## config.mk

```make
export PLATFORM = sky130hd
export DESIGN_NAME = crb_bank
export DESIGN_NICKNAME = d
export VERILOG_FILES = /design/src/rtl/crb_pkg.sv /design/src/rtl/crb_srst_fsm.sv /design/src/rtl/crb_local_copy.sv /design/src/rtl/crb_read_mux.sv /design/src/rtl/crb_bank.sv
export SDC_FILE = /design/constraint.sdc
export NUM_CORES = 1
export LEC_CHECK = 0
export ABC_AREA = 1
export BUFFER_PORTS_ARGS = -buffer_cell sky130_fd_sc_hd__buf_4
export CORE_MARGIN = 2
export CORE_UTILIZATION = 25
export CTS_CLUSTER_DIAMETER = 200
export CTS_CLUSTER_SIZE = 10
export DETAILED_ROUTE_END_ITERATION = 8
export GPL_ROUTABILITY_DRIVEN = 1
export PLACE_DENSITY = 0.39
export SLEW_MARGIN = 20
export SYNTH_ARGS = -nofsm -noshare
export SYNTH_HDL_FRONTEND = slang
export SYNTH_SLANG_ARGS = --single-unit
```

## constraint.sdc

```tcl
create_clock -name clk -period 1.55 [get_ports clk]
set_input_delay 0 -clock clk [delete_from_list [all_inputs] [get_ports clk]]
set_output_delay 0 -clock clk [all_outputs]
set_load 0.03 [all_outputs]
```

## src/rtl/crb_pkg.sv

```systemverilog
package crb_pkg;

    localparam int BYTE_W = 8;
    localparam int NCOPY  = 4;

    typedef logic [BYTE_W-1:0] byte_t;

    // copy slots
    localparam int CP_A   = 0;
    localparam int CP_B   = 1;
    localparam int CP_DCK = 2;
    localparam int CP_FCK = 3;

    // address map
    localparam byte_t A_CFG   = 8'h00;
    localparam byte_t A_ID    = 8'h01;
    localparam byte_t A_GRADE = 8'h02;
    localparam byte_t A_INDEX = 8'h05;
    localparam byte_t A_PWR   = 8'h08;
    localparam byte_t A_TEST  = 8'h0D;
    localparam byte_t A_OUT   = 8'h14;
    localparam byte_t A_REF   = 8'h18;

    // field masks
    localparam byte_t M_CFG   = 8'h03;
    localparam byte_t M_INDEX = 8'h33;
    localparam byte_t M_PWR   = 8'h03;
    localparam byte_t M_TEST  = 8'h0F;
    localparam byte_t M_OUT   = 8'h07;
    localparam byte_t M_REF   = 8'h07;

    // defaults
    localparam byte_t D_CFG   = 8'h00;
    localparam byte_t D_INDEX = 8'h33;
    localparam byte_t D_PWR   = 8'h00;
    localparam byte_t D_TEST  = 8'h00;
    localparam byte_t D_OUT   = 8'h01;
    localparam byte_t D_REF   = 8'h04;

    localparam int SRST_BIT = 5;

    typedef enum logic [0:0] {
        ST_RUN    = 1'b0,
        ST_RELOAD = 1'b1
    } srst_state_e;

    // index bit that selects a given copy
    function automatic int sel_bit(input int cp);
        case (cp)
            CP_A:    return 0;
            CP_B:    return 1;
            CP_DCK:  return 5;
            default: return 4;
        endcase
    endfunction

    function automatic logic is_mapped(input byte_t a);
        return (a == A_CFG) || (a == A_ID) || (a == A_GRADE) ||
               (a == A_INDEX) || (a == A_PWR) || (a == A_TEST) ||
               (a == A_OUT) || (a == A_REF);
    endfunction

endpackage

```

## src/rtl/crb_srst_fsm.sv

```systemverilog
module crb_srst_fsm
    import crb_pkg::*;
(
    input  logic clk,
    input  logic rst_n,
    input  logic srst_req,
    output logic reload,
    output logic bus_open
);

    srst_state_e state_q;
    srst_state_e state_d;

    always_ff @(posedge clk or negedge rst_n) begin
        if (!rst_n) begin
            state_q <= ST_RUN;
        end else begin
            state_q <= state_d;
        end
    end

    always_comb begin
        state_d  = state_q;
        reload   = 1'b0;
        bus_open = 1'b0;
        unique case (state_q)
            ST_RUN: begin
                bus_open = 1'b1;
                if (srst_req) begin
                    state_d = ST_RELOAD;
                end
            end
            ST_RELOAD: begin
                reload  = 1'b1;
                state_d = ST_RUN;
            end
        endcase
    end

    // the reload state lasts a single cycle
    a_r6_reload_single: assert property (@(posedge clk) disable iff (!rst_n)
        (state_q == ST_RELOAD) |=> (state_q == ST_RUN));

    // a soft-reset request is never lost
    a_r6_req_taken: assert property (@(posedge clk) disable iff (!rst_n)
        srst_req |=> reload);

endmodule

```

## src/rtl/crb_local_copy.sv

```systemverilog
module crb_local_copy
    import crb_pkg::*;
(
    input  logic  clk,
    input  logic  rst_n,
    input  logic  reload,
    input  logic  we_test,
    input  logic  we_out,
    input  byte_t wdata,
    output byte_t test_q,
    output byte_t out_q
);

    always_ff @(posedge clk or negedge rst_n) begin
        if (!rst_n) begin
            test_q <= D_TEST;
            out_q  <= D_OUT;
        end else if (reload) begin
            test_q <= D_TEST;
            out_q  <= D_OUT;
        end else begin
            if (we_test) test_q <= wdata & M_TEST;
            if (we_out)  out_q  <= wdata & M_OUT;
        end
    end

    // an unselected copy holds its contents
    a_r3_copy_holds: assert property (@(posedge clk) disable iff (!rst_n)
        (!reload && !we_test && !we_out) |=> ($stable(test_q) && $stable(out_q)));

    // a reload restores this copy's defaults
    a_r6_copy_defaults: assert property (@(posedge clk) disable iff (!rst_n)
        reload |=> (test_q == D_TEST && out_q == D_OUT));

endmodule

```

## src/rtl/crb_read_mux.sv

```systemverilog
module crb_read_mux
    import crb_pkg::*;
#(
    parameter byte_t CHIP_ID    = 8'h8B,
    parameter byte_t CHIP_GRADE = 8'h20
) (
    input  byte_t                   addr,
    input  byte_t                   cfg_q,
    input  byte_t                   idx_q,
    input  byte_t                   pwr_q,
    input  byte_t                   ref_q,
    input  logic [NCOPY-1:0][BYTE_W-1:0] test_q,
    input  logic [NCOPY-1:0][BYTE_W-1:0] out_q,
    output byte_t                   rd_byte
);

    logic  any_sel;
    byte_t test_pick;
    byte_t out_pick;

    // priority: A, B, data clock, frame clock
    always_comb begin
        any_sel   = 1'b1;
        test_pick = 8'h00;
        out_pick  = 8'h00;
        if (idx_q[sel_bit(CP_A)]) begin
            test_pick = test_q[CP_A];
            out_pick  = out_q[CP_A];
        end else if (idx_q[sel_bit(CP_B)]) begin
            test_pick = test_q[CP_B];
            out_pick  = out_q[CP_B];
        end else if (idx_q[sel_bit(CP_DCK)]) begin
            test_pick = test_q[CP_DCK];
            out_pick  = out_q[CP_DCK];
        end else if (idx_q[sel_bit(CP_FCK)]) begin
            test_pick = test_q[CP_FCK];
            out_pick  = out_q[CP_FCK];
        end else begin
            any_sel = 1'b0;
        end
    end

    always_comb begin
        case (addr)
            A_CFG:   rd_byte = cfg_q;
            A_ID:    rd_byte = CHIP_ID;
            A_GRADE: rd_byte = CHIP_GRADE;
            A_INDEX: rd_byte = idx_q;
            A_PWR:   rd_byte = pwr_q;
            A_REF:   rd_byte = ref_q;
            A_TEST:  rd_byte = any_sel ? test_pick : 8'h00;
            A_OUT:   rd_byte = any_sel ? out_pick  : 8'h00;
            default: rd_byte = 8'h00;
        endcase
    end

endmodule

```

## src/rtl/crb_bank.sv

```systemverilog
module crb_bank
    import crb_pkg::*;
#(
    parameter logic [7:0] CHIP_ID    = 8'h8B,
    parameter logic [7:0] CHIP_GRADE = 8'h20
) (
    input  logic       clk,
    input  logic       rst_n,
    input  logic [7:0] addr,
    input  logic [7:0] wdata,
    input  logic       wr_en,
    input  logic       rd_en,
    output logic [7:0] rdata,
    output logic       rd_valid
);

    logic  reload;
    logic  bus_open;
    logic  wr_ok;
    logic  srst_req;
    byte_t cfg_q;
    byte_t idx_q;
    byte_t pwr_q;
    byte_t ref_q;
    byte_t rd_byte;
    logic [NCOPY-1:0]             we_test;
    logic [NCOPY-1:0]             we_out;
    logic [NCOPY-1:0][BYTE_W-1:0] test_q;
    logic [NCOPY-1:0][BYTE_W-1:0] out_q;

    assign wr_ok    = wr_en && bus_open;
    assign srst_req = wr_ok && (addr == A_CFG) && wdata[SRST_BIT];

    crb_srst_fsm u_fsm (
        .clk      (clk),
        .rst_n    (rst_n),
        .srst_req (srst_req),
        .reload   (reload),
        .bus_open (bus_open)
    );

    // global registers
    always_ff @(posedge clk or negedge rst_n) begin
        if (!rst_n) begin
            cfg_q <= D_CFG;
            idx_q <= D_INDEX;
            pwr_q <= D_PWR;
            ref_q <= D_REF;
        end else if (reload) begin
            cfg_q <= D_CFG;
            idx_q <= D_INDEX;
            pwr_q <= D_PWR;
            ref_q <= D_REF;
        end else if (wr_ok) begin
            case (addr)
                A_CFG:   cfg_q <= wdata & M_CFG;
                A_INDEX: idx_q <= wdata & M_INDEX;
                A_PWR:   pwr_q <= wdata & M_PWR;
                A_REF:   ref_q <= wdata & M_REF;
                default: ;
            endcase
        end
    end

    // local copies, one per selectable channel
    for (genvar c = 0; c < NCOPY; c++) begin : g_copy
        assign we_test[c] = wr_ok && (addr == A_TEST) && idx_q[sel_bit(c)];
        assign we_out[c]  = wr_ok && (addr == A_OUT)  && idx_q[sel_bit(c)];

        crb_local_copy u_copy (
            .clk     (clk),
            .rst_n   (rst_n),
            .reload  (reload),
            .we_test (we_test[c]),
            .we_out  (we_out[c]),
            .wdata   (wdata),
            .test_q  (test_q[c]),
            .out_q   (out_q[c])
        );
    end

    crb_read_mux #(
        .CHIP_ID    (CHIP_ID),
        .CHIP_GRADE (CHIP_GRADE)
    ) u_rmux (
        .addr    (addr),
        .cfg_q   (cfg_q),
        .idx_q   (idx_q),
        .pwr_q   (pwr_q),
        .ref_q   (ref_q),
        .test_q  (test_q),
        .out_q   (out_q),
        .rd_byte (rd_byte)
    );

    always_ff @(posedge clk or negedge rst_n) begin
        if (!rst_n) begin
            rdata    <= 8'h00;
            rd_valid <= 1'b0;
        end else begin
            rd_valid <= rd_en;
            if (rd_en) rdata <= rd_byte;
        end
    end

    // every read strobe yields one valid cycle, and nothing else does
    a_r8_valid_after_read: assert property (@(posedge clk) disable iff (!rst_n)
        rd_en |=> rd_valid);
    a_r8_no_spurious_valid: assert property (@(posedge clk) disable iff (!rst_n)
        !rd_en |=> !rd_valid);

    // unmapped reads return zero
    a_r7_unmapped_zero: assert property (@(posedge clk) disable iff (!rst_n)
        (rd_en && !is_mapped(addr)) |=> (rdata == 8'h00));

    // globals and index are back at defaults after the reload cycle
    a_r6_globals_default: assert property (@(posedge clk) disable iff (!rst_n)
        reload |=> (idx_q == D_INDEX && pwr_q == D_PWR && ref_q == D_REF && cfg_q == D_CFG));

    // no local copy changes without a selecting index bit
    a_r3_none_selected: assert property (@(posedge clk) disable iff (!rst_n)
        (wr_ok && (idx_q & M_INDEX) == 8'h00) |=> ($stable(test_q) && $stable(out_q)));

endmodule

```

Word-level counts from Yosys, hierarchy flattened
Cells that the tools add are included.
W data, S select, Z words.
{"block": "word_totals", "regBits": 106, "input_bits": 20, "out_inout_bits": 9, "wordCells": 101}
{"block": "op_classes", "n_eq_ne": 7, "muxes": 47, "bitwise": 1, "n_reduce_logical": 31}
{"cell": "$mux W8", "count": 38}
{"cell": "$pmux W8 S8", "count": 1}
{"cell": "$reduce_bool A2 Y1", "count": 13}
{"cell": "$eq A8 B4 Y1 const B", "count": 2}
{"cell": "$eq A8 B5 Y1 const B", "count": 2}
{"cell": "$logic_and A1 B1 Y1", "count": 13}
{"cell": "$eq A8 B1 Y1 const B", "count": 1}
{"cell": "$eq A8 B2 Y1 const B", "count": 1}
{"cell": "$eq A8 B3 Y1 const B", "count": 1}
{"cell": "$logic_not A8 Y1", "count": 1}
{"cell": "$reduce_and A2 Y1", "count": 4}
{"cell": "$mux W1", "count": 7}
{"cell": "$pmux W1 S2", "count": 1}
{"cell": "$not A1 Y1", "count": 1}

Longest topological paths before layout
{"block": "logic_depth", "ltp_word": 6, "mapped_depth": 10, "ltp_nobuf": 10}

Cells and area by module
Synthesis repeated with hierarchy kept, for this count alone.
{"block": "unflattened", "cells_unflattened": 539, "area_unflattened_um2": 3634.7}
{"module": "crb_local_copy", "n_inst": 4, "cells_per_inst": 41, "area_per_inst_um2": 346.6, "seq_area_each_um2": 176.4}
{"module": "crb_read_mux", "n_inst": 1, "cells_per_inst": 245, "area_per_inst_um2": 1137.3, "seq_area_each_um2": 0.0}
{"module": "crb_bank", "n_inst": 1, "cells_per_inst": 126, "area_per_inst_um2": 1072.3, "seq_area_each_um2": 506.7}
{"module": "crb_srst_fsm", "n_inst": 1, "cells_per_inst": 4, "area_per_inst_um2": 38.8, "seq_area_each_um2": 25.0}

Worst setup path after synthesis
Ideal clock, no wire load.
{"block": "synth_path", "kind": "reg2reg", "start": "reg idx_q[0]", "end": "reg rdata[0]", "setup_ns": 0.117, "t_arrival_ns": 1.193, "required_time_ns": 1.433, "slack_ns": 0.241, "path_stages_with_launch": 9, "path_buffers": 1, "period_less_slack_ns": 1.309, "cell_sequence": "dfstp_2 > clkbuf_1 > nand2_1 > nand4_1 > nor2_1 > nor2_1 > nand2_1 > nand2_1 > nand2_1"}
{"block": "synth_between", "elab_chain_len": 3, "word_cells_on_any_way": 6, "cone_classes": "mux (6)"}
{"element": "start, declared", "line": "crb_bank.sv:22", "source": "byte_t idx_q;"}
{"element": "start signal, assigned", "line": "crb_bank.sv:57", "source": "A_INDEX: idx_q <= wdata & M_INDEX;"}
{"element": "$mux W8 or $mux W1 (tied branches)", "line": "crb_read_mux.sv:26", "source": "if (idx_q[sel_bit(CP_A)]) begin"}
{"element": "$mux W8, on equally long branches", "line": "crb_read_mux.sv:52, crb_read_mux.sv:51"}
{"element": "$pmux W8 S8 (*)", "line": "crb_read_mux.sv:44", "source": "case (addr)"}
{"element": "end signal, assigned", "line": "crb_bank.sv:102", "source": "if (rd_en) rdata <= rd_byte;"}
{"element": "end, declared", "line": "crb_bank.sv:13", "source": "output logic [7:0] rdata,"}
Every way passes the cells marked *; elsewhere a longest branch is shown, timed or not.
A chain may end at the register's enable or synchronous reset.

Worst setup path in the final report
{"block": "layout_path", "start": "reg idx_q[5]", "end": "reg rdata[1]"}
{"block": "layout_between", "elab_chain_len": 5, "word_cells_on_any_way": 12, "cone_classes": "mux (12)"}
{"element": "$mux W8 or $mux W1 (tied branches)", "line": "crb_read_mux.sv:32", "source": "end else if (idx_q[sel_bit(CP_DCK)]) begin"}
{"element": "$mux W8 or $mux W1 (tied branches)", "line": "crb_read_mux.sv:29", "source": "end else if (idx_q[sel_bit(CP_B)]) begin"}
{"element": "$mux W8 or $mux W1 (tied branches)", "line": "crb_read_mux.sv:26"}
{"element": "$mux W8, on equally long branches", "line": "crb_read_mux.sv:52, crb_read_mux.sv:51"}
{"element": "$pmux W8 S8 (*)", "line": "crb_read_mux.sv:44"}
Marks and branches as above.

==> impl_results.md <==
- Residual DRC: 0
- Antenna cell count: 0
- Post-place setup slack: 0.06383 ns
- Worst EP arrival: 1.68 ns
- Final Routed Wirelength: 7.220 mm
- Mapped cell area: 2545 µm²
- Mean area per synthesized cell: 7.597 µm²
- Hold WC Path Type: in -> reg
- H-tree Lvls: 2
- Initial Utilization: 25.92%
- Initial DRC count: 82
- Yosys warns: 0
- Chip width: 104.9 µm
- Setup Skew: 0.01137 ns
- Mean routed wirelength per cell: 14.07 µm
- Cell count after synthesis: 335
- Ys async rst share: 100.0%
- Final Power: 2.598 mW
- Pre-antenna DRT Iters: 4
- Syn nets: 355
- Share of cells above drive strength 1: 20.53%
- DR vias/cell: 4.283
- FMAX: 679.2 MHz
- Crit path launch type: flop
- First-pass GRT wire length: 11.94 mm
- GRT Resource Usage Total: 14.10%
- Outcome: complete, no violations
- Final period util: 94.98%
- Yosys reg bits: 48
- Setup Fix Bufs, Post-CTS: 0
- Num rows: 36
- Initial antenna violation count: 0
- Top-count cell post-synth: nand2_1
- CP Capture Type: flop
- # IOs: 29
- Vias: 2,197
- Post-synthesis cell type count: 28
- P&R area growth vs syn: 22.76%
- Slew @ Worst Pin: 0.6524 ns
- Core footprint: 9819 µm²
- IO buf count: 25
- TritonCTS clock tree: built
- DRT met1 WL: 3.652 mm
- Minimum clock period: 1.472 ns
- Inserted Clock Buffers: 5
- Post-synth EDFFs: 0
- GPL Wtd Cong: 0.8033
- Grt ovf: 0
- Peak per-stage delay on the critical path: 0.56 ns
- Met2 wire len: 3.293 mm
- CP Class: reg -> reg
- Post-synthesis sequential area ratio: 47.64%
- CP Max Fanout: 7
- Commonest cells in the netlist: 104 x nand2_1, 47 x inv_1, 39 x dfrtp_1
- Detail Route Antenna Nets: 0
- Data required, critical path: 1.76 ns
- Power Density: 831.6 nW/µm²
- Slew Limit Fails: 0
- Final hold violation count: 0
- Vias in the first global route: 2,260
- Main area contributors after synthesis: dfrtp_1 38%, nand2_1 15%, dfstp_2 9.3%, o21ai_0 7.1%, inv_1 6.9%
- Worst VDD drop: 0.0003185 V
- Largest area contributor in the netlist: dfrtp_1
- HPWL after DPL: 5.456 mm
- Largest net degree at the start of global routing: 49
- Root cell of the clock tree: clkbuf_8
- Die height: 104.9 µm
- Fillers: 1,111
- Clock Sinks: 48
- Final Util: 31.82%
- Final setup viols: 0
- Setup TNS: 0 ns
- Worst-Skew Late Latency: 0.31 ns
- Met3 WL: 221 µm
- Area of the die: 11,000 µm²
- Max_slew headroom: 56.51%
- Top_reg_cell synth: dfrtp_1
- Worst path cell trace: inv_1 > nand2_1 > nand2_1 > a21oi_1 > nor2_1 > nor2_1 > nand2_1 > nand2_1 > nand2_1
- Clock-pin slew on the worst setup and hold paths: 0.09 ns
- Post-route setup slack: 0.07778 ns
- RSZ-0062 raised after global routing: true
- Critical path's slowest cell: dfstp_2
- CP most frequent cell: nand2_1
- Share of the synthesized area in the top cell type: 38.35%
- Net count, final: 400
- Number of max-cap violations: 0
- Highest routed metal layer: met4
- Bufs on Longest Clock Path: 2
- Leak pwr: 1.552 nW
==> worst paths after layout <==
| check | depth (start not counted) | from | endpoint | slack (ns) |
|---|---|---|---|---|
| max | 9 | idx_q[5] | rdata[1] | 0.08 |
| min | 3 | wr_en | pwr_q[0] | 0.03 |
| max reg2reg | 9 | idx_q[5] | rdata[1] | 0.08 |
| min reg2reg | 2 | rdata[2] | rdata[2] | 0.49 |
| max in group asynchronous | 2 | rst_n | g_copy[3].u_copy.out_q[2] | 0.84 |
| min in group asynchronous | 2 | rst_n | g_copy[1].u_copy.test_q[3] | 0.27 |
==> per-stage QoR <==
step	area [µm²]	cells	hold WS (ns)
2_1_floorplan	2545	335	-0.2956
3_3_place_gp	2960	501	0.08831
3_5_place_dp	2960	501	0.08278
4_1_cts	3107	513	0.01834
5_1_grt	3124	513	0.04083
6_report	3124	513	0.02585
==> logic make-up after synthesis <==
group | after synthesis | synth area share [%]
AO/OA/AOI/OAI | 61 | 13.08
buffers and inverters | 54 | 8.800
flip-flops | 48 | 47.64
other | 1 | 0.1474
AND/OR/NAND/NOR | 171 | 30.33
==> layout make-up <==
cell class,count,area [µm²],area share (%)
timing repair buffer,44,342.8,10.97
clock buffer,7,96.34,3.084
inverter,48,180.2,5.767
multi-input combinational,233,1126,36.04
sequential,48,1212,38.81
tap,133,166.4,5.326
==> report_power, final <==
| part | internal, mW | total [mW] | leakage, nW | switching (mW) |
|---|---|---|---|---|
| sequential | 1.34 | 1.38 | 0.627 | 0.0430 |
| clock | 0.399 | 0.838 | 0.0503 | 0.440 |
| combinational | 0.140 | 0.381 | 0.875 | 0.241 |
==> flip-flops by register name, indices dropped and copies added, names as in the netlist <==
| signal | flops |
|---|---|
| rdata | 7 |
| rd_valid | 1 |
| g_copy.u_copy.out_q | 12 |
| idx_q | 4 |
| pwr_q | 2 |
| u_fsm.state_q | 1 |
| ref_q | 3 |
| cfg_q | 2 |
| g_copy.u_copy.test_q | 16 |
==> cells in the final DEF, fill, tap and decap left out, types with 3 or more instances in the layout <==
cell           instances
dfrtp_1               39
dfstp_2                9
nand3_1               16
clkbuf_8               7
dlygate4sd3_1          5
o21ai_0               34
nand2_1              104
nor2_1                30
o21ai_2                5
inv_1                 47
buf_4                 39
nand2_2                3
a21oi_1               11
nor2_4                10
o21ai_1                5
==> worst max-delay path: cells and delay by family, from the launching register on <==
family / cells / cell delay [ns]
flops: 1 / 0.56
simple gates: 7 / 0.50
buf+inv: 1 / 0.13
compound gates: 1 / 0.19
==> what timing repair did <==
action	CTS	global route
hold buffers	5	0
endpoints found under the hold margin	48	0
resized for setup	0	6
setup endpoints to repair	0	4
==> metal layers <==
metal	global-route usage, %	vias up
li1	-	1136
met1	20.12	1032
met2	22.12	23
met3	3.182	6
met4	2.286	0
met5	0	-
(Power assumes the default switching activity.)
